$ cat src/rtl/tmr_irq_pkg.sv
package tmr_irq_pkg;
  localparam int REG_ADDR_W = 3;
  localparam int DATA_W     = 32;
  localparam int LINES      = 3;
  localparam int GROUPED_CH = 8;

  typedef enum logic [REG_ADDR_W-1:0] {
    RA_FLAG  = 3'd0,
    RA_FCLR  = 3'd1,
    RA_MASK  = 3'd2,
    RA_MSET  = 3'd3,
    RA_MCLR  = 3'd4
  } reg_addr_e;

  // Update helpers, kept as functions so the bench can restate them its own way
  function automatic logic [DATA_W-1:0] flag_update(
    input logic [DATA_W-1:0] cur,
    input logic [DATA_W-1:0] clr,
    input logic [DATA_W-1:0] evt);
    return (cur & ~clr) | evt;
  endfunction

  function automatic logic [DATA_W-1:0] mask_update(
    input logic [DATA_W-1:0] cur,
    input logic [DATA_W-1:0] setv,
    input logic [DATA_W-1:0] clrv);
    return (cur | setv) & ~clrv;
  endfunction
endpackage

$ cat src/rtl/tmr_irq_regif.sv
module tmr_irq_regif
  import tmr_irq_pkg::*;
#(
  parameter int NUM_CH = 32,
  parameter int ADDR_W = REG_ADDR_W
) (
  input  logic              wr_en,
  input  logic              rd_en,
  input  logic [ADDR_W-1:0] addr,
  input  logic [31:0]       wr_data,
  input  logic [NUM_CH-1:0] flag_q,
  input  logic [NUM_CH-1:0] mask_q,
  output logic [NUM_CH-1:0] fclr_vec,
  output logic [NUM_CH-1:0] mset_vec,
  output logic [NUM_CH-1:0] mclr_vec,
  output logic [31:0]       rd_data
);
  logic hit_fclr, hit_mset, hit_mclr;

  always_comb begin
    hit_fclr = wr_en && (addr == ADDR_W'(RA_FCLR));
    hit_mset = wr_en && (addr == ADDR_W'(RA_MSET));
    hit_mclr = wr_en && (addr == ADDR_W'(RA_MCLR));
    fclr_vec = hit_fclr ? wr_data[NUM_CH-1:0] : '0;
    mset_vec = hit_mset ? wr_data[NUM_CH-1:0] : '0;
    mclr_vec = hit_mclr ? wr_data[NUM_CH-1:0] : '0;
  end

  always_comb begin
    rd_data = '0;
    if (rd_en) begin
      if (addr == ADDR_W'(RA_FLAG)) rd_data[NUM_CH-1:0] = flag_q;
      else if (addr == ADDR_W'(RA_MASK)) rd_data[NUM_CH-1:0] = mask_q;
    end
  end
endmodule

$ cat src/rtl/tmr_irq_state.sv
module tmr_irq_state
  import tmr_irq_pkg::*;
#(
  parameter int NUM_CH = 32
) (
  input  logic              clk,
  input  logic              rst_n,
  input  logic [NUM_CH-1:0] src_evt,
  input  logic [NUM_CH-1:0] fclr_vec,
  input  logic [NUM_CH-1:0] mset_vec,
  input  logic [NUM_CH-1:0] mclr_vec,
  output logic [NUM_CH-1:0] flag_q,
  output logic [NUM_CH-1:0] mask_q
);
  logic [DATA_W-1:0] flag_nx, mask_nx;

  always_comb begin
    flag_nx = flag_update(DATA_W'(flag_q), DATA_W'(fclr_vec), DATA_W'(src_evt));
    mask_nx = mask_update(DATA_W'(mask_q), DATA_W'(mset_vec), DATA_W'(mclr_vec));
  end

  always_ff @(posedge clk or negedge rst_n) begin
    if (!rst_n) begin
      flag_q <= '0;
      mask_q <= '1;
    end else begin
      flag_q <= flag_nx[NUM_CH-1:0];
      mask_q <= mask_nx[NUM_CH-1:0];
    end
  end
endmodule

$ cat src/rtl/tmr_irq_group.sv
module tmr_irq_group
  import tmr_irq_pkg::*;
#(
  parameter int NUM_CH     = 32,
  parameter int GROUP_MODE = 0
) (
  input  logic [NUM_CH-1:0] pend,
  output logic [LINES-1:0]  irq_line
);
  // Membership of channel ch in line ln for the selected layout
  function automatic logic member(input int ln, input int ch);
    if (ch >= GROUPED_CH) return 1'b0;
    if (GROUP_MODE == 0) begin
      case (ln)
        0: return ch == 0;
        1: return ch == 1;
        default: return ch >= 2;
      endcase
    end else begin
      case (ln)
        0: return ch == 5;
        1: return ch != 5;
        default: return 1'b0;
      endcase
    end
  endfunction

  for (genvar ln = 0; ln < LINES; ln++) begin : g_line
    logic [NUM_CH-1:0] sel;
    for (genvar ch = 0; ch < NUM_CH; ch++) begin : g_ch
      assign sel[ch] = member(ln, ch);
    end
    assign irq_line[ln] = |(pend & sel);
  end
endmodule

$ cat src/rtl/tmr_irq_ctrl.sv
module tmr_irq_ctrl
  import tmr_irq_pkg::*;
#(
  parameter int NUM_CH     = 32,
  parameter int ADDR_W     = REG_ADDR_W,
  parameter int GROUP_MODE = 0
) (
  input  logic              clk,
  input  logic              rst_n,
  input  logic [NUM_CH-1:0] src_evt,
  input  logic              wr_en,
  input  logic              rd_en,
  input  logic [ADDR_W-1:0] addr,
  input  logic [31:0]       wr_data,
  output logic [31:0]       rd_data,
  output logic [2:0]        irq_line
);
  logic [NUM_CH-1:0] flag_q, mask_q;
  logic [NUM_CH-1:0] fclr_vec, mset_vec, mclr_vec;
  logic [NUM_CH-1:0] pend;

  tmr_irq_regif #(.NUM_CH(NUM_CH), .ADDR_W(ADDR_W)) u_regif (
    .wr_en(wr_en), .rd_en(rd_en), .addr(addr), .wr_data(wr_data),
    .flag_q(flag_q), .mask_q(mask_q),
    .fclr_vec(fclr_vec), .mset_vec(mset_vec), .mclr_vec(mclr_vec),
    .rd_data(rd_data)
  );

  tmr_irq_state #(.NUM_CH(NUM_CH)) u_state (
    .clk(clk), .rst_n(rst_n), .src_evt(src_evt),
    .fclr_vec(fclr_vec), .mset_vec(mset_vec), .mclr_vec(mclr_vec),
    .flag_q(flag_q), .mask_q(mask_q)
  );

  assign pend = flag_q & ~mask_q;

  tmr_irq_group #(.NUM_CH(NUM_CH), .GROUP_MODE(GROUP_MODE)) u_group (
    .pend(pend), .irq_line(irq_line)
  );
endmodule

$ cat config.mk
export PLATFORM = sky130hd
export DESIGN_NAME = tmr_irq_ctrl
export DESIGN_NICKNAME = d
export VERILOG_FILES = /design/src/rtl/tmr_irq_pkg.sv /design/src/rtl/tmr_irq_regif.sv /design/src/rtl/tmr_irq_state.sv /design/src/rtl/tmr_irq_group.sv /design/src/rtl/tmr_irq_ctrl.sv
export SDC_FILE = /design/constraint.sdc
export NUM_CORES = 1
export LEC_CHECK = 0
export BUFFER_PORTS_ARGS = -buffer_cell sky130_fd_sc_hd__buf_2
export CAP_MARGIN = 20
export CORE_UTILIZATION = 30
export CTS_BUF_LIST = sky130_fd_sc_hd__clkbuf_4
export CTS_CLUSTER_SIZE = 20
export DETAILED_ROUTE_END_ITERATION = 8
export PLACE_DENSITY = 0.58
export SYNTH_ARGS = -nofsm -noshare
export SYNTH_HDL_FRONTEND = slang
export SYNTH_SLANG_ARGS = --single-unit
$ cat constraint.sdc
create_clock -name clk -period 3.15 [get_ports clk]
set_clock_uncertainty 0.05 [all_clocks]
set_input_delay 0.63 -clock clk [delete_from_list [all_inputs] [get_ports clk]]
set_output_delay 0.63 -clock clk [all_outputs]
set_load 0.005 [all_outputs]
==> impl_metrics.env <==
export IMPL_outcome="finished clean"
export IMPL_grtUsageMet3=0.0410
export IMPL_synth_area_leader_cell="sky130_fd_sc_hd__dfstp_2"
export IMPL_synthTopCellsByArea="sky130_fd_sc_hd__dfstp_2 28%, sky130_fd_sc_hd__dfrtp_1 27%, sky130_fd_sc_hd__a21oi_1 12%, sky130_fd_sc_hd__a22oi_1 8.0%, sky130_fd_sc_hd__nor2b_1 7.1%"
export IMPL_fraction_of_the_mapped_netlist_area_in_compound_gates=0.269
export IMPL_critical_path_endpoint_type="output pin"
export IMPL_hold_worst_slack_ps=165
export IMPL_tns_ps=0
export IMPL_setup_viol_count_final=0
export IMPL_post_cts_setup_buffer_count=0
export IMPL_die_height_um=102
export IMPL_drt_total_wl_um=7510
export IMPL_postRouteAntennaNets=0
export IMPL_timing_max_slew_rel_slack=0.528
export IMPL_cts_max_level=3
export IMPL_place_detailed_hpwl_um=4900
export IMPL_grt_max_degree=65
export IMPL_hold_buffers=0
export IMPL_number_of_filler_cells_placed_in_the_layout=1026
export IMPL_worst_hold_path_class="input pin to asynchronous set/reset pin"
export IMPL_antenna_found_initial=0
export IMPL_cts_clk_slew_worst_paths_ps=100
export IMPL_worst_pin_slew_ps=708
export IMPL_gr_max_usage_layer="met2"
export IMPL_met1_track_usage_gr=0.191
export IMPL_synth_warnings=0
export IMPL_crit_arrival_ps=1780
export IMPL_largest_family_of_logic_cells_by_synthesized_area="compound AO/OA/AOI/OAI gates"
export IMPL_max_vdd_ir_drop_uv=234
export IMPL_antenna_diode_count=0
export IMPL_maxCapViolCount=0
export IMPL_post_drt_via_cell_ratio=4.82
export IMPL_synthesis_area_per_instance_um2=10.2
export IMPL_synth_top_cell_area_share=0.281
export IMPL_dieArea_um2=10400
export IMPL_synth_adder_area_share=0
export IMPL_ff2ff_setup_slack_ps=2210
export IMPL_grt_met2_usage=0.261
export IMPL_synth_mux_area_frac=0
export IMPL_clock_latency_ps=380
export IMPL_netlist_cell_type_count=21
export IMPL_top_level_ports=106
export IMPL_report_final_slew_viol_count=0
export IMPL_synth_fp_nets=365
export IMPL_min_period_over_period=0.780
export IMPL_worstPathMaxFanout=32
export IMPL_stdcell_count=531
export IMPL_postSynthRegisterBits=64
export IMPL_tritoncts="yes"
export IMPL_power_density_nw_per_um2=477
export IMPL_critPathRequiredTime_ps=2470
export IMPL_clock_sink_count=64
export IMPL_timing_final_hold_violations=0
export IMPL_global_route_overflow_total=0
export IMPL_critPathLaunchType="input pin"
export IMPL_die_outline_width_um=102
export IMPL_synth_seq_area_share=0.549
export IMPL_synth_xor_area_frac=0
export IMPL_seq_area_um2=1640
export IMPL_first_pass_grt_wire_length_um=12400
export IMPL_floorplan_initialDensity=0.307
export IMPL_first_pass_iters=5
export IMPL_placed_cells=516
export IMPL_final_setup_worst_slack_ps=694
export IMPL_gp_congestion=0.776
export IMPL_period_needed_ps=2460
export IMPL_drive_gt1_frac=0.410
export IMPL_remaining_drc_errors=0
export IMPL_multi_input_logic_area_um2=1240
export IMPL_fin_nets=465
export IMPL_floorplan_core_area_um2=9730
export IMPL_unrepaired_setup_endpoints_after_global_routing="no"
export IMPL_post_cts_resized=0
export IMPL_drt_initial_drc_count=120
export IMPL_syn_instance_count=294
export IMPL_grt_pass1_vias=2525
export IMPL_place_ws_ps=693
export IMPL_timing_setup_critical_path_class="input pin to output pin"
export IMPL_num_vias=2561
export IMPL_grtUsageTotal=0.154
export IMPL_syn_cell_area_um2=2990
export IMPL_wl_per_cell_um=14.1
export IMPL_power_static_leakage_nw=1.55
export IMPL_clock_fmax_mhz=407
export IMPL_cts_inserted_buffers=9
export IMPL_cts_root_buf="sky130_fd_sc_hd__clkbuf_4"
export IMPL_floorplan_rows=36
export IMPL_cts_root_to_sink_buffers=2
export IMPL_numPortBuffers=105
export IMPL_synth_simple_area_share=0.137
export IMPL_layout_area_overhead_vs_synth_pct=25.5
power by group:
group	internal, mW	leakage [nW]	switching, mW
clock	0.172	0.0625	0.276
sequential	0.989	0.622	0.0632
combinational	0.138	0.864	0.151
total	1.30	1.55	0.491
stage by stage:
step / area (um2) / power [mW] / utilization
6_report: 3750 / 1.79 / 0.386
5_1_grt: 3750 / 1.91 / 0.386
4_1_cts: 3750 / 1.83 / 0.386
3_5_place_dp: 3650 / 1.36 / 0.375
3_3_place_gp: 3650 / 1.35 / 0.375
2_1_floorplan: 2990 / 1.21 / -
metal layers:
| metal | vias up | wire, um |
|---|---|---|
| met4 | 0 | 42 |
| met3 | 4 | 356 |
| met5 | - | 0 |
| li1 | 1242 | - |
| met2 | 69 | 3710 |
| met1 | 1246 | 3400 |
final cells by class:
cell class / instances / area share
multi-input cells: 203 / 0.331
well taps: 133 / 0.0443
flip-flops and latches: 64 / 0.437
inverters: 6 / 0.00600
clock buffers: 11 / 0.0220
repair buffers: 110 / 0.153
clock inverters: 4 / 0.00600
critical path, cell delays in order:
cell	delay, ps
sky130_fd_sc_hd__buf_2	150
sky130_fd_sc_hd__nor3_4	180
sky130_fd_sc_hd__buf_4	370
sky130_fd_sc_hd__a22oi_1	150
sky130_fd_sc_hd__nor2b_1	160
sky130_fd_sc_hd__buf_2	130
flip-flops by register name, summed over array words and instances, names as in the netlist:
| name | count |
|---|---|
| u_state.mask_q | 32 |
| u_state.flag_q | 32 |
logic make-up (layout without fill, tap and decap cells):
family | count (synthesis) | count (layout)
buffers and inverters | 27 | 131
AOI/OAI and AO/OA | 131 | 131
and+or+nand+nor | 72 | 72
DFF | 64 | 64
Yosys cell counts:
| cell | count |
|---|---|
| sky130_fd_sc_hd__nand2_1 | 26 |
| sky130_fd_sc_hd__or2_1 | 4 |
| sky130_fd_sc_hd__buf_4 | 2 |
| sky130_fd_sc_hd__buf_2 | 14 |
| sky130_fd_sc_hd__buf_6 | 1 |
| sky130_fd_sc_hd__nor3b_2 | 1 |
| sky130_fd_sc_hd__or3_1 | 1 |
| sky130_fd_sc_hd__clkbuf_1 | 4 |
| sky130_fd_sc_hd__inv_1 | 6 |
| sky130_fd_sc_hd__dfstp_2 | 32 |
| sky130_fd_sc_hd__o22ai_1 | 3 |
| sky130_fd_sc_hd__a21o_1 | 26 |
| sky130_fd_sc_hd__or2_2 | 2 |
| sky130_fd_sc_hd__nor4bb_1 | 1 |
| sky130_fd_sc_hd__and4bb_2 | 1 |
| sky130_fd_sc_hd__and4b_1 | 1 |
| sky130_fd_sc_hd__a22oi_1 | 32 |
| sky130_fd_sc_hd__nor2b_1 | 34 |
| sky130_fd_sc_hd__a21oi_1 | 70 |
| sky130_fd_sc_hd__dfrtp_1 | 32 |
| sky130_fd_sc_hd__nor3_2 | 1 |
cells in the final DEF, fill, tap and decap left out:
cell,n
sky130_fd_sc_hd__or3_1,1
sky130_fd_sc_hd__a21o_1,26
sky130_fd_sc_hd__dfrtp_1,32
sky130_fd_sc_hd__or2_1,4
sky130_fd_sc_hd__buf_4,4
sky130_fd_sc_hd__nor3b_4,1
sky130_fd_sc_hd__buf_2,105
sky130_fd_sc_hd__inv_1,6
sky130_fd_sc_hd__and4bb_2,1
sky130_fd_sc_hd__nor2b_1,34
sky130_fd_sc_hd__a22oi_1,32
sky130_fd_sc_hd__a21oi_1,70
sky130_fd_sc_hd__and4b_1,1
sky130_fd_sc_hd__clkinv_2,3
sky130_fd_sc_hd__nor4bb_4,1
sky130_fd_sc_hd__clkinvlp_4,1
sky130_fd_sc_hd__or2_2,2
sky130_fd_sc_hd__nor3_4,1
sky130_fd_sc_hd__buf_12,1
sky130_fd_sc_hd__dfstp_2,32
sky130_fd_sc_hd__nand2_1,26
sky130_fd_sc_hd__clkbuf_4,11
sky130_fd_sc_hd__o22ai_1,3
worst paths after layout:
kind                                    start                 end  cells past startpoint
max                                   addr[0]         rd_data[16]                      6
min                                     rst_n  u_state.flag_q[14]                      2
max reg2reg                 u_state.flag_q[3]   u_state.flag_q[3]                      3
min reg2reg                u_state.flag_q[18]  u_state.flag_q[18]                      1
max in group asynchronous               rst_n  u_state.mask_q[13]                      2
min in group clk                  wr_data[10]  u_state.mask_q[10]                      2
No activity file was read; power rests on OpenSTA's default activity.
